## config.mk

```make
export PLATFORM = sky130hd
export DESIGN_NAME = phase_meter
export DESIGN_NICKNAME = d
export VERILOG_FILES = /design/src/rtl/phase_meter_pkg.sv /design/src/rtl/phase_meter_sync.sv /design/src/rtl/phase_meter_cnt.sv /design/src/rtl/phase_meter_div.sv /design/src/rtl/phase_meter.sv
export SDC_FILE = /design/constraint.sdc
export NUM_CORES = 1
export LEC_CHECK = 0
export ABC_AREA = 1
export BUFFER_PORTS_ARGS = -buffer_cell sky130_fd_sc_hd__buf_2
export CAP_MARGIN = 15
export CORE_MARGIN = 3
export CORE_UTILIZATION = 50
export DETAILED_ROUTE_END_ITERATION = 10
export PLACE_DENSITY_LB_ADDON = 0.3
export SETUP_SLACK_MARGIN = 0.4
export SLEW_MARGIN = 10
export SYNTH_ARGS = -nofsm -noshare
export SYNTH_HDL_FRONTEND = slang
export SYNTH_SLANG_ARGS = --single-unit
```

## constraint.sdc

```tcl
create_clock -name clk -period 3.2 [get_ports clk]
set_input_delay 0.8 -clock clk [delete_from_list [all_inputs] [get_ports clk]]
set_output_delay 0.8 -clock clk [all_outputs]
set_load 0.1 [all_outputs]
```

## src/rtl/phase_meter_pkg.sv

```systemverilog
package phase_meter_pkg;

    typedef enum logic [2:0] {
        ST_IDLE,
        ST_INTERVAL,
        ST_PERIOD,
        ST_DIVIDE,
        ST_REPORT
    } meas_state_t;

    localparam int DEG_W     = 9;
    localparam int FULL_TURN = 360;

endpackage

```

## src/rtl/phase_meter_sync.sv

```systemverilog
module phase_meter_sync #(
    parameter int STAGES = 2
) (
    input  logic clk,
    input  logic rst_n,
    input  logic async_in,
    output logic rise
);
    logic [STAGES:0] chain;

    always_ff @(posedge clk or negedge rst_n) begin
        if (!rst_n) begin
            chain <= '0;
        end else begin
            chain[0] <= async_in;
            for (int i = 1; i <= STAGES; i++) begin
                chain[i] <= chain[i-1];
            end
        end
    end

    assign rise = chain[STAGES-1] & ~chain[STAGES];
endmodule

```

## src/rtl/phase_meter_cnt.sv

```systemverilog
module phase_meter_cnt #(
    parameter int W = 24
) (
    input  logic         clk,
    input  logic         rst_n,
    input  logic         load,
    input  logic         en,
    output logic [W-1:0] cnt,
    output logic         at_max
);
    always_ff @(posedge clk or negedge rst_n) begin
        if (!rst_n) begin
            cnt <= '0;
        end else if (load) begin
            cnt <= W'(1);
        end else if (en && !at_max) begin
            cnt <= cnt + W'(1);
        end
    end

    assign at_max = &cnt;
endmodule

```

## src/rtl/phase_meter_div.sv

```systemverilog
module phase_meter_div #(
    parameter int NUM_W = 33,
    parameter int DEN_W = 24,
    parameter int Q_W   = 9
) (
    input  logic             clk,
    input  logic             rst_n,
    input  logic             start,
    input  logic [NUM_W-1:0] num,
    input  logic [DEN_W-1:0] den,
    output logic             done,
    output logic [Q_W-1:0]   quo
);
    localparam int STEP_W = $clog2(NUM_W + 1);

    logic [NUM_W-1:0]  qn;
    logic [DEN_W-1:0]  rem;
    logic [DEN_W-1:0]  den_q;
    logic [STEP_W-1:0] steps;
    logic              busy;
    logic [DEN_W:0]    shifted;
    logic [DEN_W:0]    trial;

    always_comb begin
        shifted = {rem, qn[NUM_W-1]};
        trial   = shifted - {1'b0, den_q};
    end

    always_ff @(posedge clk or negedge rst_n) begin
        if (!rst_n) begin
            qn    <= '0;
            rem   <= '0;
            den_q <= '0;
            steps <= '0;
            busy  <= 1'b0;
            done  <= 1'b0;
        end else begin
            done <= 1'b0;
            if (start) begin
                qn    <= num;
                rem   <= '0;
                den_q <= den;
                steps <= STEP_W'(NUM_W);
                busy  <= 1'b1;
            end else if (busy) begin
                if (!trial[DEN_W]) begin
                    rem <= trial[DEN_W-1:0];
                    qn  <= {qn[NUM_W-2:0], 1'b1};
                end else begin
                    rem <= shifted[DEN_W-1:0];
                    qn  <= {qn[NUM_W-2:0], 1'b0};
                end
                steps <= steps - STEP_W'(1);
                if (steps == STEP_W'(1)) begin
                    busy <= 1'b0;
                    done <= 1'b1;
                end
            end
        end
    end

    assign quo = qn[Q_W-1:0];
endmodule

```

## src/rtl/phase_meter.sv

```systemverilog
module phase_meter
    import phase_meter_pkg::*;
#(
    parameter int CNT_W       = 24,
    parameter int SYNC_STAGES = 2
) (
    input  logic             clk,
    input  logic             rst_n,
    input  logic             ref_in,
    input  logic             rsp_in,
    output logic             meas_done,
    output logic             timed_out,
    output logic             overflowed,
    output logic [CNT_W-1:0] interval_cnt,
    output logic [CNT_W-1:0] period_cnt,
    output logic [DEG_W-1:0] phase_deg
);
    localparam int               NUM_W   = CNT_W + DEG_W;
    localparam logic [CNT_W-1:0] CNT_TOP = {CNT_W{1'b1}};

    meas_state_t state, nstate;

    logic             ref_rise, rsp_rise;
    logic [CNT_W-1:0] cnt;
    logic             cnt_top;
    logic             cnt_load, cnt_run;
    logic [CNT_W-1:0] m_q, p_q;
    logic             to_q, ov_q;
    logic             div_start, div_done;
    logic [DEG_W-1:0] div_quo;
    logic [NUM_W-1:0] scaled;

    phase_meter_sync #(.STAGES(SYNC_STAGES)) u_ref_sync (
        .clk(clk), .rst_n(rst_n), .async_in(ref_in), .rise(ref_rise)
    );

    phase_meter_sync #(.STAGES(SYNC_STAGES)) u_rsp_sync (
        .clk(clk), .rst_n(rst_n), .async_in(rsp_in), .rise(rsp_rise)
    );

    phase_meter_cnt #(.W(CNT_W)) u_cnt (
        .clk(clk), .rst_n(rst_n), .load(cnt_load), .en(cnt_run),
        .cnt(cnt), .at_max(cnt_top)
    );

    assign scaled = NUM_W'(m_q) * NUM_W'(FULL_TURN);

    phase_meter_div #(.NUM_W(NUM_W), .DEN_W(CNT_W), .Q_W(DEG_W)) u_div (
        .clk(clk), .rst_n(rst_n), .start(div_start), .num(scaled),
        .den(cnt), .done(div_done), .quo(div_quo)
    );

    // state register
    always_ff @(posedge clk or negedge rst_n) begin
        if (!rst_n) state <= ST_IDLE;
        else        state <= nstate;
    end

    // transitions and counter control
    always_comb begin
        nstate    = state;
        cnt_load  = 1'b0;
        cnt_run   = 1'b0;
        div_start = 1'b0;
        unique case (state)
            ST_IDLE: begin
                if (ref_rise) begin
                    cnt_load = 1'b1;
                    nstate   = rsp_rise ? ST_PERIOD : ST_INTERVAL;
                end
            end
            ST_INTERVAL: begin
                cnt_run = 1'b1;
                if (cnt_top || ref_rise) nstate = ST_REPORT;
                else if (rsp_rise)       nstate = ST_PERIOD;
            end
            ST_PERIOD: begin
                cnt_run = 1'b1;
                if (cnt_top) begin
                    nstate = ST_REPORT;
                end else if (ref_rise) begin
                    div_start = 1'b1;
                    nstate    = ST_DIVIDE;
                end
            end
            ST_DIVIDE: begin
                if (div_done) nstate = ST_REPORT;
            end
            ST_REPORT: nstate = ST_IDLE;
            default:   nstate = ST_IDLE;
        endcase
    end

    // captured counts and published outputs
    always_ff @(posedge clk or negedge rst_n) begin
        if (!rst_n) begin
            m_q          <= '0;
            p_q          <= '0;
            to_q         <= 1'b0;
            ov_q         <= 1'b0;
            meas_done    <= 1'b0;
            timed_out    <= 1'b0;
            overflowed   <= 1'b0;
            interval_cnt <= '0;
            period_cnt   <= '0;
            phase_deg    <= '0;
        end else begin
            meas_done <= 1'b0;
            unique case (state)
                ST_IDLE: begin
                    if (ref_rise) begin
                        m_q  <= '0;
                        p_q  <= '0;
                        to_q <= 1'b0;
                        ov_q <= 1'b0;
                    end
                end
                ST_INTERVAL: begin
                    if (cnt_top) begin
                        m_q  <= CNT_TOP;
                        p_q  <= CNT_TOP;
                        ov_q <= 1'b1;
                    end else if (ref_rise) begin
                        m_q  <= '0;
                        p_q  <= cnt;
                        to_q <= 1'b1;
                    end else if (rsp_rise) begin
                        m_q <= cnt;
                    end
                end
                ST_PERIOD: begin
                    if (cnt_top) begin
                        p_q  <= CNT_TOP;
                        ov_q <= 1'b1;
                    end else if (ref_rise) begin
                        p_q <= cnt;
                    end
                end
                ST_DIVIDE: begin
                end
                ST_REPORT: begin
                    meas_done    <= 1'b1;
                    interval_cnt <= m_q;
                    period_cnt   <= p_q;
                    timed_out    <= to_q;
                    overflowed   <= ov_q;
                    phase_deg    <= (to_q || ov_q) ? '0 : div_quo;
                end
                default: begin
                end
            endcase
        end
    end
endmodule

```

# Yosys cells after proc, flatten, opt, wreduce, memory -nomap -nowiden
# Cells that the tools add are included.
# totals
ff_bits	232
input_bits	4
output_inout_bits	60
elab_cells	103
# op_classes
addsub	3
multipliers	1
n_eq_ne	14
mux	45
n_bitwise	4
reduce_logical	16
# ops
op	n
24-bit 2-to-1 mux	11
24-bit one-hot mux with 2 select lines	2
33-bit 2-to-1 mux	2
24-bit by 6-bit multiplier with 30-bit output, second input constant	1
25-bit by 24-bit subtractor with 25-bit output	1
24-bit by 1-bit adder with 24-bit output, second input constant	1
24-bit AND reduction	1
3-bit 2-to-1 mux	6
1-bit 2-to-1 mux	17
6-bit 2-to-1 mux	2
3-bit one-hot mux with 4 select lines	1
9-bit 2-to-1 mux	1
3-bit AND reduction	3
4-bit AND reduction	2
2-bit nonzero test	4
3-bit by 2-bit equality test with 1-bit output, second input constant	2
6-bit by 1-bit equality test with 1-bit output, second input constant	1
2-bit != test, second input constant	3
3-bit != test, second input constant	2
6-bit by 1-bit subtractor with 6-bit output, second input constant	1
2-bit by 1-bit != test with 1-bit output, second input constant	2
4-bit != test, second input constant	1
1-bit one-hot mux with 2 select lines	2
3-bit by 1-bit equality test with 1-bit output, second input constant	1
other kinds (10)	13

# Depth between registers and ports, before layout
# depth
ltp_word	6
mapped_depth	18
ltp_nobuf	18

# Cells and area by module
# Synthesis repeated with hierarchy kept, for this count alone.
# unflattened
hier_cells	2149
area_unflattened_um2	15715.1
# modules_own_cells
mod	n_inst	cells_per_inst	area_per_inst_um2	seq_area_each_um2
phase_meter	1	1022	8057.7	2827.7
phase_meter_div	1	869	5825.6	2227.1
phase_meter_cnt	1	248	1661.6	600.6
phase_meter_sync	2	5	85.1	75.1

# Worst setup path before layout
# No wires, ideal clock.
# synth_timing
path_kind	flip-flop to flip-flop
startpoint	register m_q[2]
endpoint	register u_div.qn[25]
setup_ns	0.124
arrival_ns	2.959
required_time_ns	3.076
slack_ns	0.116
stages_incl_launch_ff	16
n_path_buf	0
synth_period_minus_slack_ns	3.084
path_cell_list	dfrtp_1 ha_1 ha_1 xnor2_1 fa_1 inv_1 ha_1 nor2_1 a21oi_1 nand2_1 nand2_1 nand2_1 nand2_1 nand3_1 a21boi_0 o21bai_1
# synth_via
elab_chain_cells	2
# synth_lines
element	line	source
from (decl)	phase_meter.sv:27	logic [CNT_W-1:0] m_q, p_q;
from (signal assigned)	phase_meter.sv:128	m_q <= cnt;
24-bit by 6-bit multiplier with 30-bit output	phase_meter.sv:46	assign scaled = NUM_W'(m_q) * NUM_W'(FULL_TURN);
33-bit 2-to-1 mux	phase_meter_div.sv:39	if (start) begin
to (signal assigned)	phase_meter_div.sv:40	qn <= num;
to (signal assigned)	phase_meter_div.sv:48	qn <= {qn[NUM_W-2:0], 1'b1};
to (signal assigned)	phase_meter_div.sv:51	qn <= {qn[NUM_W-2:0], 1'b0};
to (decl)	phase_meter_div.sv:16	logic [NUM_W-1:0] qn;
# No other way between the ends.
# A chain may end at the register's enable or synchronous reset.

# Worst setup path after layout
# layout_timing
startpoint	register m_q[15]
endpoint	register u_div.qn[32]
# Same word-level chain as after synthesis.

==> results by group <==
Outcome
  – Status: finished with violations
  – Failing checks: negative setup slack

Cells and area
  – Area of the multi-input gates: 8760 sq um
  – Core Util, Final: 62.4%
  – Sequential cell area: 5820 sq um
  – Design Area, Final: 18600 sq um
  – P&R area growth vs syn: 22.7%
  – Fillers: 2483
  – # diodes: 0
  – Layout cells sized above 1: 20.6%
  – Final nets: 2270

Setup path
  – CP Max Fanout: 4
  – Setup crit end kind: register
  – Critical-path cell list: ha_1 -> inv_2 -> fa_1 -> fa_1 -> inv_2 -> ha_4 -> nand2_4 -> nor2_4 -> inv_1 -> nor3_2 -> nand2_2 -> nand2_1 -> nand2_1 -> nand3_2 -> nand2_1
  – Reg-to-reg critical path startpoint: m_q[15]
  – CP max stage delay: 0.55 ns
  – Critical Path Start: m_q[15]
  – CP Data Arrival Time: 3.66 ns
  – Flop2flop setup slack: -0.04 ns
  – Critical path required time: 3.62 ns
  – Crit start category: register
  – CP most frequent cell: nand2_1
  – Buf/Inv on CP: 3
  – Reg2reg end: u_div.qn[32]
  – Critical path class: register to register
  – Worst Reg2Reg Path Length in Cells: 15
  – Slowest cell on crit path: fa_1
  – Top delay family on crit path: adder cells

Route
  – Final antenna-violating net count: 0
  – Detailed-route DRC error count: 0
  – Routed wl met3: 2410 um
  – Drt pass-1 iters: 7
  – Drt wl/cell: 16.1 um
  – DR vias: 13700
  – Vias per cell: 5.38
  – M1 WL: 19000 um
  – 1st-iter DRT viols: 1074
  – Final WL: 41000 um
  – Top Metal Used: met4
  – Detailed-routed wire length on met2: 18300 um

Clock network
  – # H-tree levels: 1
  – Clock Sink Count: 232
  – Clock-pin slew on the worst setup and hold paths: 0.06 ns
  – Total CTS buffers: 26
  – Cts hold-fix bufs: 0
  – Clock Path Buffers: 3
  – Clk_lat worst skew: 0.55 ns
  – Clock root cell: clkbuf_16
  – CTS tree: done

Floorplan
  – I/O pin count: 64
  – Core area: 29700 sq um
  – Row cnt: 63
  – Full die area: 32400 sq um
  – Starting Density: 50.9%
  – Die Width: 180 um
  – Die Ht: 180 um

Yosys
  – Post-synth net total: 2143
  – Synth Instances: 2015
  – Post-synth EDFFs: 0
  – Avg Inst Size Synth: 7.50 sq um
  – Synth top area cells: dfrtp_1, nand2_1, inv_1
  – Netlist cell types: 48
  – Share of flip-flops with an asynchronous set or reset: 100%
  – Sequential area share after synthesis: 38.4%
  – Synthesized area: 15100 sq um
  – Cell taking the most area after synthesis: dfrtp_1
  – Synth Flop Type: dfrtp_1
  – Synth Register Bits: 232
  – Syn. warnings: 0
  – Top cell type's share of synthesized area: 38.4%

Pwr
  – Static Leakage: 0.00919 uW
  – Cell Pwr Density: 767 nW/um^2
  – Total power: 14200 uW
  – Max IR drop VDD: 0.000736 V

Timing
  – PnR worst setup slack: -0.0429 ns
  – Max-slew violation count: 0
  – Final hold violation count: 0
  – Setup Viol. Count Final: 4
  – RSZ-0062 raised after global routing: true
  – Worst clock skew: 0.0248 ns
  – Worst-Margin Slew: 0.831 ns
  – Final min period: 3.24 ns
  – Hold slack: 0.159 ns
  – Max transition margin: 44.4%
  – Fin crit share: 101%
  – Fmax: 308 MHz

GRT
  – Grt total ovfl: 0
  – Largest net degree at the start of global routing: 73
  – Tot GR Track Use: 24.3%
  – Initial antenna violation count: 0
  – First-pass GRT wire length: 66200 um
  – Vias in the first global route: 13200

Placed design
  – PortBufs: 63
  – RD Place Congestion: 0.928
  – Placed cell areas: 16400 sq um
  – DP HPWL: 29000 um

Job
  – MaxCap Viol Count: 0

Min path
  – Hold Crit Class: input pin to asynchronous set/reset pin
## sequential cells by signal, summed over array words and instances (netlist names)
signal / flops
meas_done: 1
u_div.done: 1
u_rsp_sync.chain: 3
u_cnt.cnt: 24
ov_q: 1
m_q: 24
period_cnt: 24
u_ref_sync.chain: 3
u_div.steps: 6
phase_deg: 9
u_div.qn: 33
to_q: 1
timed_out: 1
u_div.rem: 24
interval_cnt: 24
state: 3
overflowed: 1
p_q: 24
u_div.busy: 1
u_div.den_q: 24
## cell usage in the layout, fill, tap and decap left out, types with 5 or more instances in the layout
cell,n
o21bai_1,6
a21oi_1,78
o221ai_1,7
a21oi_2,15
inv_2,26
nand4_1,21
dfrtp_1,219
o211ai_1,9
o21ai_0,126
fa_1,31
nor3_1,14
ha_1,50
o21ai_2,19
buf_12,5
nor2_2,11
nand3_1,108
nand3_2,11
dfrtp_2,13
nor2_1,86
o21ai_1,29
clkbuf_16,26
nor3_2,10
inv_1,328
buf_4,77
nor2_4,8
a21oi_4,11
nand3b_1,6
nand2_2,34
o22ai_1,5
xor2_1,14
buf_2,62
nand2_1,547
buf_6,14
nand2_4,12
ha_4,40
xnor2_1,12
xnor2_2,10
bufinv_16,6
## layer usage
layer / GRT usage [%] / vias to the layer above
li1: - / 6638
met5: 0 / -
met1: 35.8 / 6524
met4: 7.39 / 0
met3: 2.51 / 97
met2: 38.0 / 464
## worst max path at each step
stage,cells after the start,slack [ns],end
floorplan,17,0.29,u_div.qn[28]
global placement,14,-0.19,u_div.qn[22]
detailed placement,15,-0.19,u_div.qn[32]
CTS,15,0.02,u_div.qn[32]
global route,16,-0.17,u_div.qn[22]
finish,15,-0.04,u_div.qn[32]
## power breakdown
group	switching, uW	total [uW]	internal (uW)
clock	1280	3340	2060
sequential	461	3980	3520
combinational	4760	6920	2160
## cells in the mapped netlist (all sizes together) (6+ instances only)
library cell / instances
nand3b: 6
dfrtp: 232
o21bai: 7
o211ai: 9
buf: 37
nand3: 121
a21oi: 104
o221ai: 7
nor2: 105
xor2: 16
inv: 355
nor3: 25
o21ai: 177
clkbuf: 24
ha: 92
fa: 32
xnor2: 22
nand4: 22
nand2: 593
## repair_timing
item	CTS	global route
cloned	0	1
pin swaps	46	49
endpoints found under the setup margin	44	50
buffers inserted	27	18
resized for setup	115	85
## cells by family after synthesis
logic type | count (synthesis) | synth area share (%)
AOI/OAI and AO/OA | 324 | 11.8
adders and majority gates | 124 | 11.9
xor gates and xnor gates | 38 | 2.20
buffers and inverters | 418 | 11.4
DFF | 232 | 38.4
and+or+nand+nor | 879 | 24.4
## worst register-to-register path, stage by stage (launching register included)
cell	delay (ns)
dfrtp_1	0.42
ha_1	0.31
inv_2	0.06
fa_1	0.50
fa_1	0.55
inv_2	0.05
ha_4	0.31
nand2_4	0.08
nor2_4	0.12
inv_1	0.09
nor3_2	0.23
nand2_2	0.10
nand2_1	0.08
nand2_1	0.05
nand3_2	0.10
nand2_1	0.06
## stage by stage
| step | instances | setup TNS (ns) | setup slack, ns |
|---|---|---|---|
| CTS | 2533 | 0 | 0.0186 |
| finish | 2552 | -0.0849 | -0.0429 |
| global placement | 2458 | -0.373 | -0.186 |
| floorplan | 2015 | 0 | 0.293 |
| detailed placement | 2458 | -0.507 | -0.187 |
| global route | 2552 | -1.73 | -0.167 |
## final cells by class
| type | count | area share [%] |
|---|---|---|
| tap | 390 | 2.63 |
| timing repair buffer | 159 | 6.26 |
| clock inverter | 17 | 1.44 |
| multi-input combinational | 1366 | 47.2 |
| inverter | 357 | 7.27 |
| sequential | 232 | 31.4 |
| clock buffer | 31 | 3.77 |
No activity file was read; power rests on OpenSTA's default activity.
